--- config.mk ---
export PLATFORM = sky130hd
export DESIGN_NAME = cmos_readout_seq
export DESIGN_NICKNAME = d
export VERILOG_FILES = /design/src/rtl/cmos_seq_pkg.sv /design/src/rtl/step_timer.sv /design/src/rtl/win_stepper.sv /design/src/rtl/cmos_readout_seq.sv
export SDC_FILE = /design/constraint.sdc
export NUM_CORES = 1
export LEC_CHECK = 0
export CELL_PAD_IN_SITES_DETAIL_PLACEMENT = 0
export CELL_PAD_IN_SITES_GLOBAL_PLACEMENT = 1
export CORE_ASPECT_RATIO = 0.7
export CORE_MARGIN = 4
export CORE_UTILIZATION = 38
export DETAILED_ROUTE_END_ITERATION = 10
export PLACE_DENSITY_LB_ADDON = 0.15
export SYNTH_ARGS = -nofsm -noshare
export SYNTH_HDL_FRONTEND = slang
export SYNTH_SLANG_ARGS = --single-unit
--- constraint.sdc ---
create_clock -name clk -period 3.9 [get_ports clk]
set_input_delay 0.78 -clock clk [delete_from_list [all_inputs] [get_ports clk]]
set_output_delay 0.78 -clock clk [all_outputs]
set_load 0.1 [all_outputs]
--- src/rtl/cmos_seq_pkg.sv ---
package cmos_seq_pkg;

  typedef enum logic [3:0] {
    ST_IDLE,
    ST_RST_LD,
    ST_RST_PUL,
    ST_INTEG,
    ST_RD_LD,
    ST_RD_S,
    ST_RD_RST,
    ST_RD_R,
    ST_COL_LD,
    ST_CONV,
    ST_SAMP
  } seq_state_e;

  // Steps that drive a strobe and may be followed by a settling gap
  function automatic logic is_strobe_step(seq_state_e s);
    return !(s inside {ST_IDLE, ST_INTEG, ST_SAMP});
  endfunction

endpackage

--- src/rtl/step_timer.sv ---
module step_timer #(
  parameter int CNT_W = 16
) (
  input  logic             clk,
  input  logic             rst_n,
  input  logic             clr,
  input  logic [CNT_W-1:0] len,
  output logic             expired
);
  logic [CNT_W-1:0] cnt_q;
  logic [CNT_W-1:0] len_m1;
  logic             cnt_en;

  assign len_m1  = (len == '0) ? '0 : len - 1'b1;
  assign expired = (cnt_q >= len_m1);
  assign cnt_en  = clr || !expired;

  always_ff @(posedge clk or negedge rst_n) begin
    if (!rst_n) begin
      cnt_q <= '0;
    end else if (cnt_en) begin
      cnt_q <= clr ? '0 : cnt_q + 1'b1;
    end
  end
endmodule

--- src/rtl/win_stepper.sv ---
module win_stepper #(
  parameter int ADDR_W = 10
) (
  input  logic              clk,
  input  logic              rst_n,
  input  logic              load,
  input  logic              adv,
  input  logic [ADDR_W-1:0] first,
  input  logic [ADDR_W-1:0] last,
  output logic [ADDR_W-1:0] val,
  output logic              at_end
);
  logic [ADDR_W-1:0] val_q;

  always_ff @(posedge clk or negedge rst_n) begin
    if (!rst_n) begin
      val_q <= '0;
    end else if (load || adv) begin
      val_q <= load ? first : val_q + 1'b1;
    end
  end

  assign val    = val_q;
  assign at_end = (val_q == last);
endmodule

--- src/rtl/cmos_readout_seq.sv ---
module cmos_readout_seq
  import cmos_seq_pkg::*;
#(
  parameter int ADDR_W = 10,
  parameter int PIX_W  = 10,
  parameter int CNT_W  = 16
) (
  input  logic              clk,
  input  logic              rst_n,
  input  logic              start,
  input  logic [ADDR_W-1:0] cfg_row_first,
  input  logic [ADDR_W-1:0] cfg_row_last,
  input  logic [ADDR_W-1:0] cfg_col_first,
  input  logic [ADDR_W-1:0] cfg_col_last,
  input  logic [CNT_W-1:0]  cfg_t_int,
  input  logic [CNT_W-1:0]  cfg_t_pulse,
  input  logic [CNT_W-1:0]  cfg_t_settle,
  input  logic [CNT_W-1:0]  cfg_t_sample,
  input  logic [PIX_W-1:0]  adc_data,
  output logic [ADDR_W-1:0] sns_addr,
  output logic              sns_row_ld,
  output logic              sns_col_ld,
  output logic              sns_row_rst,
  output logic              sns_samp_sig,
  output logic              sns_samp_rst,
  output logic              sns_cal,
  output logic              sns_conv,
  output logic              pix_valid,
  output logic [PIX_W-1:0]  pix_data,
  output logic [ADDR_W-1:0] pix_row,
  output logic [ADDR_W-1:0] pix_col,
  output logic              frame_done
);
  seq_state_e st_q, st_d;
  logic gap_q, gap_d;

  logic [ADDR_W-1:0] row_first_q, row_last_q, col_first_q, col_last_q;
  logic [CNT_W-1:0]  t_int_q, t_pulse_q, t_settle_q, t_samp_q;

  logic              cfg_take, phase_end, tmr_clr, expired, step_done;
  logic [CNT_W-1:0]  tlen;
  logic              row_load, row_adv, col_load, col_adv, row_end, col_end;
  logic [ADDR_W-1:0] row_val, col_val, row_first_sel, col_first_sel;
  logic              cap, last_pix, strobe_on;

  logic              pix_valid_q, done_q;
  logic [PIX_W-1:0]  pix_data_q;
  logic [ADDR_W-1:0] pix_row_q, pix_col_q;

  // Window counters: start values bypass the config registers on the start cycle
  assign row_first_sel = cfg_take ? cfg_row_first : row_first_q;
  assign col_first_sel = cfg_take ? cfg_col_first : col_first_q;

  win_stepper #(.ADDR_W(ADDR_W)) i_row_step (
    .clk(clk), .rst_n(rst_n), .load(row_load), .adv(row_adv),
    .first(row_first_sel), .last(row_last_q), .val(row_val), .at_end(row_end)
  );

  win_stepper #(.ADDR_W(ADDR_W)) i_col_step (
    .clk(clk), .rst_n(rst_n), .load(col_load), .adv(col_adv),
    .first(col_first_sel), .last(col_last_q), .val(col_val), .at_end(col_end)
  );

  assign tmr_clr = phase_end || (st_q == ST_IDLE);

  step_timer #(.CNT_W(CNT_W)) i_timer (
    .clk(clk), .rst_n(rst_n), .clr(tmr_clr), .len(tlen), .expired(expired)
  );

  // Next-state logic
  always_comb begin
    st_d      = st_q;
    gap_d     = gap_q;
    cfg_take  = 1'b0;
    phase_end = 1'b0;
    step_done = 1'b0;
    row_load  = 1'b0;
    row_adv   = 1'b0;
    col_load  = 1'b0;
    col_adv   = 1'b0;
    cap       = 1'b0;
    last_pix  = 1'b0;

    if (st_q == ST_INTEG)     tlen = t_int_q;
    else if (st_q == ST_SAMP) tlen = t_samp_q;
    else                      tlen = gap_q ? t_settle_q : t_pulse_q;

    if (st_q == ST_IDLE) begin
      if (start) begin
        cfg_take = 1'b1;
        row_load = 1'b1;
        st_d     = ST_RST_LD;
      end
    end else if (expired) begin
      if (is_strobe_step(st_q) && !gap_q && (t_settle_q != '0)) begin
        gap_d     = 1'b1;
        phase_end = 1'b1;
      end else begin
        gap_d     = 1'b0;
        phase_end = 1'b1;
        step_done = 1'b1;
      end
    end

    if (step_done) begin
      unique case (st_q)
        ST_RST_LD:  st_d = ST_RST_PUL;
        ST_RST_PUL: begin
          if (row_end) begin
            row_load = 1'b1;
            st_d     = ST_INTEG;
          end else begin
            row_adv = 1'b1;
            st_d    = ST_RST_LD;
          end
        end
        ST_INTEG:   st_d = ST_RD_LD;
        ST_RD_LD:   st_d = ST_RD_S;
        ST_RD_S:    st_d = ST_RD_RST;
        ST_RD_RST:  st_d = ST_RD_R;
        ST_RD_R: begin
          col_load = 1'b1;
          st_d     = ST_COL_LD;
        end
        ST_COL_LD:  st_d = ST_CONV;
        ST_CONV:    st_d = ST_SAMP;
        ST_SAMP: begin
          cap = 1'b1;
          if (!col_end) begin
            col_adv = 1'b1;
            st_d    = ST_COL_LD;
          end else if (!row_end) begin
            row_adv = 1'b1;
            st_d    = ST_RD_LD;
          end else begin
            last_pix = 1'b1;
            st_d     = ST_IDLE;
          end
        end
        default:    st_d = ST_IDLE;
      endcase
    end
  end

  // State and configuration registers
  always_ff @(posedge clk or negedge rst_n) begin
    if (!rst_n) begin
      st_q  <= ST_IDLE;
      gap_q <= 1'b0;
    end else begin
      st_q  <= st_d;
      gap_q <= gap_d;
    end
  end

  always_ff @(posedge clk or negedge rst_n) begin
    if (!rst_n) begin
      row_first_q <= '0;
      row_last_q  <= '0;
      col_first_q <= '0;
      col_last_q  <= '0;
      t_int_q     <= '0;
      t_pulse_q   <= '0;
      t_settle_q  <= '0;
      t_samp_q    <= '0;
    end else if (cfg_take) begin
      row_first_q <= cfg_row_first;
      row_last_q  <= cfg_row_last;
      col_first_q <= cfg_col_first;
      col_last_q  <= cfg_col_last;
      t_int_q     <= cfg_t_int;
      t_pulse_q   <= cfg_t_pulse;
      t_settle_q  <= cfg_t_settle;
      t_samp_q    <= cfg_t_sample;
    end
  end

  // Pixel capture
  always_ff @(posedge clk or negedge rst_n) begin
    if (!rst_n) begin
      pix_data_q <= '0;
      pix_row_q  <= '0;
      pix_col_q  <= '0;
    end else if (cap) begin
      pix_data_q <= adc_data;
      pix_row_q  <= row_val;
      pix_col_q  <= col_val;
    end
  end

  always_ff @(posedge clk or negedge rst_n) begin
    if (!rst_n) begin
      pix_valid_q <= 1'b0;
      done_q      <= 1'b0;
    end else begin
      pix_valid_q <= cap;
      done_q      <= last_pix;
    end
  end

  // Sensor drive, decoded from registered state
  assign strobe_on    = is_strobe_step(st_q) && !gap_q;
  assign sns_row_ld   = strobe_on && (st_q == ST_RST_LD || st_q == ST_RD_LD);
  assign sns_row_rst  = strobe_on && (st_q == ST_RST_PUL || st_q == ST_RD_RST);
  assign sns_samp_sig = strobe_on && (st_q == ST_RD_S);
  assign sns_samp_rst = strobe_on && (st_q == ST_RD_R);
  assign sns_col_ld   = strobe_on && (st_q == ST_COL_LD);
  assign sns_conv     = strobe_on && (st_q == ST_CONV);
  assign sns_cal      = sns_samp_sig && (row_val == row_first_q);

  always_comb begin
    if (st_q inside {ST_COL_LD, ST_CONV, ST_SAMP})  sns_addr = col_val;
    else if (st_q inside {ST_IDLE, ST_INTEG})       sns_addr = '0;
    else                                            sns_addr = row_val;
  end

  assign pix_valid  = pix_valid_q;
  assign pix_data   = pix_data_q;
  assign pix_row    = pix_row_q;
  assign pix_col    = pix_col_q;
  assign frame_done = done_q;
endmodule

# == Yosys cells after proc, flatten, opt, wreduce, memory -nomap -nowiden ==
# Cells that the tools add are included.
# Widths: inputs -> output; s select.
# word_totals
regBits,177
wordCells,109
# op_classes
reduce_logical,28
muxes,44
n_eq_ne,13
add_sub_neg,4
bitwise,1
magnitude_cmp,1
# op_table
operator,count
$mux 16,5
$mux 10,6
$pmux 4 s10,1
$eq 10x10->1,3
$mux 1,25
$add 10x1->10 const B,2
$add 16x1->16 const B,1
$eq 4x3->1 const B,4
$ge 16x16->1,1
$logic_not 16->1,1
$mux 4,4
$reduce_bool 16->1,1
$sub 16x1->16 const B,1
$eq 4x4->1 const B,3
$logic_and 1x1->1,9
$eq 4x2->1 const B,2
$logic_or 1x1->1,6
$reduce_bool 2->1,3
$reduce_bool 3->1,2
$eq 4x1->1 const B,1
$logic_not 4->1,1
$reduce_and 2->1,2
$logic_not 1->1,3
$mux 3,1
3 further kinds,3

# == Logic depth before layout (Yosys ltp) ==
# Gate-level depths: netlist of the first run.
# logic_depth
depth_word,10
ltp_mapped,22
depth_no_buf,16

# == By module ==
# A second synthesis of the first run with hierarchy kept.
# unflattened
cells_unflattened,822
area_unflattened_um2,9347.7
# by_module_without_submodules
mod,instances,cells_each,area_each_um2,seq_area_each_um2
cmos_readout_seq,1,475,6356.1,3528.4
step_timer,1,193,1622.8,400.4
win_stepper,2,77,684.4,250.2

# == Worst setup path before layout of the first run ==
# Ideal clock, no wire load.
# synth_path
path_kind,register -> output
start,reg gap_q
end,out sns_col_ld
arrival_ns,3.732
stages_incl_launch_ff,5
setup_slack_ns,-0.612
cell_sequence,dfrtp_1 buf_2 buf_2 buf_2 nor4_1
# synth_between
elab_chain_len,3
# synth_rtl
item,line_no,rtl
from (decl),cmos_readout_seq.sv:35,"logic gap_q, gap_d;"
from (signal assigned),cmos_readout_seq.sv:152,gap_q <= gap_d;
$logic_not 1->1,cmos_readout_seq.sv:202,assign strobe_on = is_strobe_step(st_q) && !gap_q;
$logic_and 1x1->1,cmos_readout_seq.sv:202,
$logic_and 1x1->1,cmos_readout_seq.sv:207,assign sns_col_ld = strobe_on && (st_q == ST_COL_LD);
to (decl),cmos_readout_seq.sv:22,"output logic sns_col_ld,"
# No other way between the ends.

# == Worst setup path after layout of the first run ==
# layout_path
start,reg st_q[0]
end,"reg i_row_step.val_q[2], in the netlist i_row_step.val[2]"
# layout_between
elab_chain_len,10
elab_cells_between_ends,26
cone_classes,add/sub (1); order compare (1); eq/ne (3); mux (14); reduce/logical (7)
# layout_rtl
item,line_no,rtl
from (decl),cmos_readout_seq.sv:34,"seq_state_e st_q, st_d;"
from (signal assigned),cmos_readout_seq.sv:151,st_q <= st_d;
"$eq 4x4->1, or another cell as far along","cmos_seq_pkg.sv:19, cmos_readout_seq.sv:85, cmos_readout_seq.sv:106",
$mux 16 / $reduce_bool 3->1 (equally long branches),"cmos_readout_seq.sv:85, cmos_seq_pkg.sv:19",
$mux 16 / $logic_not 1->1 (equally long branches),"cmos_readout_seq.sv:84, cmos_seq_pkg.sv:19",
"$sub 16x1->16, or another cell as far along",step_timer.sv:14,assign len_m1 = (len == '0) ? '0 : len - 1'b1;
$mux 16 / $logic_and 1x1->1 (equally long branches),"step_timer.sv:14, cmos_readout_seq.sv:95",
$ge 16x16->1 / $mux 1 (equally long branches),"step_timer.sv:15, cmos_readout_seq.sv:95",
$mux 1,cmos_readout_seq.sv:94,end else if (expired) begin
$mux 1,cmos_readout_seq.sv:88,if (st_q == ST_IDLE) begin
$mux 1,cmos_readout_seq.sv:105,if (step_done) begin
$mux 10 / $logic_or 1x1->1 (equally long branches),"win_stepper.sv:19, win_stepper.sv:18",
to (signal assigned),win_stepper.sv:19,val_q <= load ? first : val_q + 1'b1;
to (decl),win_stepper.sv:13,logic [ADDR_W-1:0] val_q;
# Parallel ways exist; a longest one is shown, timed or not.
# A chain may end at the register's enable or synchronous reset.

==> metrics.md, run 1 <==
| Metric | Value |
|---|---|
| First DRT Iteration DRCs | 384 |
| Crit path launch | st_q[0] |
| Avg WL per Cell | 19.4 µm |
| Leakage power | between 5 and 6 nW |
| Largest net degree at the start of global routing | 73 |
| First-pass GRT wire length | 42900 µm |
| RR Endpoint | i_row_step.val[2] |
| Startpoint Class | register |
| Initial core utilization | 39.1% |
| Synth Warn # | 0 |
| Crit path cell chain | buf_6 -> nand4bb_4 -> buf_6 -> nor2_2 -> o31a_1 -> ha_2 -> nand4_1 -> nor2_2 -> nand2_2 -> and2_4 -> ha_4 -> nand2b_4 -> a2111o_1 -> a311o_1 -> o21a_4 -> buf_6 -> a31oi_4 -> nor2_2 -> a311o_1 |
| Synth Area in Simple Gates | about 14% |
| Actual slew at the worst max-slew pin | 0.999 ns |
| Hold Crit Class | in -> async |
| 1st-pass router iterations | 7 |
| Initial antenna violation count | 0 |
| Main combinational cell family by area after synthesis | multiplexers |
| Multiplexer share of the synthesized area | around 18% |
| Setup ws final | -0.252 ns |
| Worst slew margin | 33.2% |
| Crit path DAT | 4.47 ns |
| Fill count | roughly 2000 |
| Clk_skew | 0.00916 ns |
| H-tree Lvls | 4 |
| Die H | ~140 µm |
| Max-slew violations | 0 |
| Crit end category | register |
| DRC viols | 0 |
| Vias in the first global route | 7551 |
| DR vias | ~7300 |
| Clock latency at the later pin of the worst-skew pair | 0.44 ns |
| Dpl hpwl | 19200 µm |
| Post-synthesis cell count | 828 |
| Die width | 196 µm |
| Final hold violation count | 0 |
| Worst ir drop on vdd | 0.352 mV |
| Num ports | roughly 170 |
| Die area | 27300 µm² |
| Total wire length | 27400 µm |
| Clock Tree Root | clkbuf_16 |
| Synth Net Count | about 970 |
| Rows | 47 |
| Fin Hold WS | about 0.29 ns |
| Fin crit period | ~4.2 ns |
| CTS tree | yes |
| Synth Area in Adders | 2.80% |
| CORE AREA | 23900 µm² |
| RSZ-0062 raised after global routing | yes |
| Via density | about 5.2 |
| Nets | 1220 |
| Reg2reg setup slack | -0.25 ns |
| Crit-path max FO | 7 |
| Antenna Violating Nets Remaining | 0 |
| Critical Path Sink | i_row_step.val[2] |
| Area fraction in compound gates after synthesis | 8.55% |
| Req. time, crit path | 4.22 ns |
| Post-synth EDFFs | 0 |
| CTS buffer count | 17 |
| Worst-path clk slew | 0.07 ns |
| CP Class | reg -> reg |
| Max clock buf depth | 2 |
| RR Startpoint | st_q[0] |
| Mapped cell area | approximately 9400 µm² |
| Post-Synth XOR/XNOR Area | 5.98% |
| Critical Path Slowest Stage Cell | dfrtp_1 |
| #FFs+latches synth | 177 |
| Placer congestion estimate | 0.797 |
| # clock sinks | 177 |
| Layout cells sized above 1 | 38.2% |
| Port Buffers | roughly 170 |
| Ys async rst share | between 90% and 100% |
| Worst reg-to-reg path cell count | 19 |
| Grt ovf | 0 |
| Post-Place Cells | 1344 |
| Max_cap viols | 0 |
| Tot Pwr | 0.00611 W |
| CTS hold repair buffers | 0 |
| Pwr dens | 452 nW/µm² |
| Syn Area/Cell | 11.3 µm² |
| Final period util | 106% |
| Most frequent cells in the layout | 176 x dfrtp_1, 147 x clkdlybuf4s50_1, 114 x mux2_2 |
| Area grow syn2layout | 44.1% |
| Commonest non-fill, non-tap cell in the layout | dfrtp_1 |
| Layout Cells excl Fill | 1413 |
| Failing checks | setup timing |
| Yosys cell types | 67 |
| Antenna cells | 0 |
| Most used DFF post-synth | dfrtp_1 |
| Final setup fails | 51 |
| Fmax | 241 MHz |
| Worst path max stage delay | 0.42 ns |
| Gr usage total | 19.9% |
| Status | finished with violations |
| Sequential cell area fraction in the yosys report | 47.3% |
## through the flow
step	utilization [%]	instance area (µm²)	setup slack, ns	setup TNS, ns
floorplan	-	9430	-0.612	-6.57
global placement	49.6	11900	-0.407	-21.69
detailed placement	49.6	11900	-0.445	-22.95
CTS	54.7	13100	-0.204	-6.39
global route	56.4	13500	-0.412	-18.86
finish	56.4	13500	-0.252	-7.45
## Yosys cell counts, drive strengths merged (3+ instances only)
master | n | area [µm²]
dfrtp | 177 | 4430
mux2 | 132 | 1520
nor2 | 68 | 258
nand2 | 56 | 220
buf | 37 | 249
xnor2 | 33 | 289
xor2 | 31 | 272
nand3 | 24 | 130
a21oi | 21 | 105
ha | 21 | 263
nor2b | 20 | 125
o21ai | 19 | 98.9
a211oi | 18 | 140
clkbuf | 17 | 65.1
nor4 | 17 | 138
inv | 14 | 52.6
o31a | 14 | 126
mux2i | 13 | 130
nand4 | 13 | 96.3
a22o | 10 | 87.6
and3 | 10 | 62.6
nor3 | 9 | 50.1
nand2b | 8 | 50.1
a22oi | 6 | 45.0
a31oi | 4 | 40.0
o31ai | 3 | 27.5
or3 | 3 | 18.8
## cell families after synthesis
logic type      after synthesis
compound gates              110
xor+xnor                     64
fa+ha+maj                    21
buf+inv                      68
flops                       177
mux                         145
simple gates                243
## area by class of cell
| cell class | count | area [µm²] | share of cell area (%) |
|---|---|---|---|
| tap | 318 | 398 | 2.95 |
| clock inverter | 15 | 178 | 1.32 |
| clock buffer | 17 | 425 | 3.15 |
| multi-input combinational | 587 | 5260 | 38.9 |
| sequential | 177 | 4430 | 32.8 |
| timing repair buffer | 285 | 2760 | 20.4 |
| inverter | 14 | 57.6 | 0.426 |
## critical path: cells and delay by family, from the launching register on
kind / cells / cell delay (ns)
buf+inv: 3 / 0.44
simple gates: 8 / 0.97
fa+ha+maj: 2 / 0.41
flops: 1 / 0.42
compound gates: 6 / 1.78
## sequential cells by signal, summed over array words and instances, names as in the netlist
signal / flops
frame_done: 1
row_last_q: 10
col_first_q: 10
i_row_step.val: 10
t_pulse_q: 16
pix_data: 10
row_first_q: 10
gap_q: 1
st_q: 4
col_last_q: 10
t_int_q: 16
t_samp_q: 16
pix_row: 10
t_settle_q: 16
pix_col: 10
pix_valid: 1
i_timer.cnt_q: 16
i_col_step.val: 10
## how the worst min path moves through the flow
stage / start / depth (start not counted) / endpoint / slack [ns]
after global placement: pix_col[6] / 2 / pix_col[6] / 0.46
after floorplan: col_first_q[2] / 1 / col_first_q[2] / 0.47
after detailed placement: pix_col[6] / 2 / pix_col[6] / 0.47
after global routing: rst_n / 1 / t_settle_q[10] / 0.31
after CTS: rst_n / 1 / t_settle_q[10] / 0.30
final: rst_n / 1 / t_settle_q[10] / 0.29
## where the power goes
part / internal [W] / switching, W
sequential: 0.00202 / 0.000218
clock: 0.000966 / 0.000797
combinational: 0.00103 / 0.00107
## what timing repair did
action,CTS,global route
endpoints found under the setup margin,73,72
setup buffers,23,7
cloned,7,3
pin swaps,52,44
resized for setup,83,83
endpoints found under the hold margin,0,0
## routing by layer
| metal | wire [µm] | share of wire [%] | GRT usage, % | vias to the layer above |
|---|---|---|---|---|
| li1 | - | - | - | 3481 |
| met1 | 14500 | 53 | 32.3 | 3631 |
| met2 | 11200 | 41 | 26.8 | 185 |
| met3 | 1420 | 5.2 | 4.57 | 20 |
| met4 | 252 | 0.92 | 3.93 | 0 |
| met5 | 0 | 0 | 0 | - |
Note: power is estimated with default switching activity, not from simulation.
==> run 2: changes to the inputs <==
--- a/config.mk
+++ b/config.mk
@@ -5,6 +5,7 @@
 export SDC_FILE = /design/constraint.sdc
 export NUM_CORES = 1
 export LEC_CHECK = 0
+export ABC_CLOCK_PERIOD_IN_PS = 3900
 export CELL_PAD_IN_SITES_DETAIL_PLACEMENT = 0
 export CELL_PAD_IN_SITES_GLOBAL_PLACEMENT = 1
 export CORE_ASPECT_RATIO = 0.7
==> results of run 2 <==
Final layout, timing and power as in run 1 (identical DEF).
==> run 3: changes to the inputs <==
--- a/config.mk
+++ b/config.mk
@@ -5,12 +5,13 @@
 export SDC_FILE = /design/constraint.sdc
 export NUM_CORES = 1
 export LEC_CHECK = 0
+export ABC_AREA = 1
 export ABC_CLOCK_PERIOD_IN_PS = 3900
 export CELL_PAD_IN_SITES_DETAIL_PLACEMENT = 0
 export CELL_PAD_IN_SITES_GLOBAL_PLACEMENT = 1
 export CORE_ASPECT_RATIO = 0.7
 export CORE_MARGIN = 4
-export CORE_UTILIZATION = 38
+export CORE_UTILIZATION = 35
 export DETAILED_ROUTE_END_ITERATION = 10
 export PLACE_DENSITY_LB_ADDON = 0.15
 export SYNTH_ARGS = -nofsm -noshare
==> metrics.md, run 3 <==
| Metric | Value |
|---|---|
| Initial antenna violation count | 1 (+1) |
| Clock Tree Root | clkbuf_16 |
| DRC viols | 0 (unchanged) |
| Area grow syn2layout | 35.8% |
| Largest net degree at the start of global routing | 106 (+45%) |
| Post-synth EDFFs | 0 (unchanged) |
| DR vias | 8768 (+20%) |
| Die H | 147 µm (+5.7%) |
| Placer congestion estimate | 0.863 (+8.2%) |
| # clock sinks | 177 (unchanged) |
| CTS tree | yes |
| Synth top area share | 45.6% (-1.7 points) |
| Startpoint Class | register |
| First-pass GRT wire length | 47700 µm (+11%) |
| Most instantiated cells after synthesis | 407 x nand2_1, 177 x dfrtp_1, 135 x o21ai_0 |
| Total wire length | 31000 µm (+13%) |
| 1st-pass router iterations | 5 (-2) |
| Max-slew violations | 0 (unchanged) |
| Fin crit period | 3.75 ns (-0.406 ns) |
| Gr usage total | 19.5% (-0.40 points) |
| Post-Place Cell Area | 12100 µm² (+1.5%) |
| Most common cell in the synthesized netlist | nand2_1 |
| First DRT Iteration DRCs | 727 (+89%) |
| Hold Crit Class | in -> async |
| Post-synth top area cell | dfrtp_1 |
| CORE AREA | 27000 µm² (+13%) |
| Worst slew margin | 32.8% (-0.36 points) |
| Yosys cell types | 46 (-31%) |
| Sequential cell area fraction in the yosys report | 45.6% (-1.7 points) |
| Initial core utilization | 35.9% (-3.2 points) |
| Crit-path max FO | 9 (+2) |
| Post-synthesis cell count | 1264 (+53%) |
| Most frequent cells in the layout | 394 x nand2_1, 173 x dfrtp_1, 147 x clkdlybuf4s50_1 |
| Antenna cells | 0 (unchanged) |
| Status | complete, no violations |
| Die area | 30500 µm² (+12%) |
| #FFs+latches synth | 177 (unchanged) |
| Ys async rst share | 100% (unchanged) |
| Fmax | 267 MHz (+11%) |
| Rows | 50 (+6.4%) |
| CTS buffer count | 17 (unchanged) |
| Crit end category | register |
| Clk_skew | 0.00846 ns (-0.000702 ns) |
| Most used DFF post-synth | dfrtp_1 |
| Actual slew at the worst max-slew pin | 1.00 ns (+0.00544 ns) |
| Antenna Violating Nets Remaining | 0 (unchanged) |
| Synth Warn # | 0 (unchanged) |
| Layout cells sized above 1 | 16.5% (-22 points) |
| Avg WL per Cell | 16.7 µm (-14%) |
| Final setup TNS | 0 ns (+7.45 ns) |
| H-tree Lvls | 4 (unchanged) |
| Crit path DAT | 4.07 ns (-0.40 ns) |
| Final setup fails | 0 (-100%) |
| Die width | 207 µm (+5.8%) |
| Final Cell Area | 13200 µm² (-2.3%) |
| Fin Hold WS | 0.289 ns (-0.000804 ns) |
| CP Class | reg -> reg |
| Port Buffers | 165 (unchanged) |
| Dpl hpwl | 22400 µm (+17%) |
| CTS hold repair buffers | 0 (unchanged) |
| Nets | 1614 (+32%) |
| Worst ir drop on vdd | 0.297 mV (-16%) |
| Clock latency at the later pin of the worst-skew pair | 0.44 ns (about the same) |
| Final hold violation count | 0 (unchanged) |
| Mapped cell area | 9710 µm² (+3.7%) |
| Grt ovf | 0 (unchanged) |
| Pwr dens | 290 nW/µm² (-36%) |
| Tot Pwr | 0.00382 W (-37%) |
| Max_cap viols | 0 (unchanged) |
| Num ports | 166 (unchanged) |
| Req. time, crit path | 4.22 ns (about the same) |
| Vias in the first global route | 8314 (+10%) |
| Synth Net Count | 1402 (+45%) |
| Commonest non-fill, non-tap cell in the layout | nand2_1 |
| Final period util | 96.1% (-10 points) |
| Max clock buf depth | 2 (unchanged) |
| Leakage power | 6.61 nW (+14%) |
| Worst-path clk slew | 0.07 ns (about the same) |
| Syn Area/Cell | 7.69 µm² (-32%) |
| Leading post-synthesis cells by cell area | dfrtp_1 46%, nand2_1 16%, o21ai_0 7.0% |
| Via density | 4.73 (-8.6%) |
-- run 3: cells by family (layout without fill, tap and decap cells) --
group           Yosys count  after routing  share of synthesized area, %
compound gates          184            184                          10.6
xor+xnor                 28             28                          2.52
fa+ha+maj                21             21                          2.70
buf+inv                 197            420                          8.40
flops                   177            177                          45.6
mux                       1              1                         0.103
simple gates            656            657                          30.1
-- run 3: what timing repair did --
item	in CTS	in global routing
pin swaps	1	17
setup endpoints to repair	15	55
cloned	0	4
buffers inserted	0	22
resized for setup	1	74
-- run 3: per-layer routing --
| metal | track usage, % | wire (µm) | vias up |
|---|---|---|---|
| li1 | - | - | 4448 |
| met1 | 32.9 | 17500 | 4117 |
| met2 | 25.7 | 12100 | 187 |
| met3 | 3.59 | 1170 | 16 |
| met4 | 3.14 | 239 | 0 |
| met5 | 0 | 0 | - |
-- run 3: path summary, 6_finish.rpt --
path,to,startpoint,slack [ns],cells after the start
setup / recovery,i_row_step.val[6],st_q[2],0.15,25
min in group clk,pix_data[8],pix_data[8],0.48,2
hold / removal,pix_data[4],rst_n,0.29,1
setup reg to reg,i_row_step.val[6],st_q[2],0.15,25
hold reg to reg,pix_data[8],pix_data[8],0.48,2
max in group asynchronous,t_samp_q[7],rst_n,2.74,2
-- run 3: per-stage QoR --
stage | utilization (%) | cells | setup slack [ns]
2_1_floorplan | - | 1264 | 0.0918
3_3_place_gp | 44.6 | 1795 | 0.0366
3_5_place_dp | 44.6 | 1795 | -0.0529
4_1_cts | 46.9 | 1826 | 0.00130
5_1_grt | 48.8 | 1852 | -0.0504
6_report | 48.8 | 1852 | 0.154
-- run 3: critical path, cell delays in order (launching register included) --
cell and delay (ns):
dfrtp_2 0.45, nor2_4 0.22, nand2_8 0.11, clkbuf_16 0.19
o21ai_2 0.28, inv_2 0.11, nand2_2 0.10, nor2_2 0.06
nand4_4 0.08, buf_4 0.16, buf_4 0.11, nand3_2 0.07
ha_4 0.28, nand4_1 0.11, nor3_2 0.22, buf_4 0.13
nand2_1 0.07, nand2_2 0.09, nand3_4 0.08, buf_6 0.15
nand2_4 0.07, nand2_4 0.08, buf_12 0.16, buf_4 0.12
nand3_1 0.05, nand3_1 0.08
-- run 3: where the power goes --
part	internal, W	switching, W	total [W]
sequential	0.00183	0	0.00183
combinational	0.000104	0.0000588	0.000163
clock	0.00102	0.000807	0.00182
-- run 3: layout make-up --
type	count	area, µm²
fillers	2732	13800
multi-input cells	891	4750
flip-flops and latches	177	4430
repair buffers	240	2380
inverters	149	564
well taps	364	455
clock buffers	17	425
clock inverters	14	180
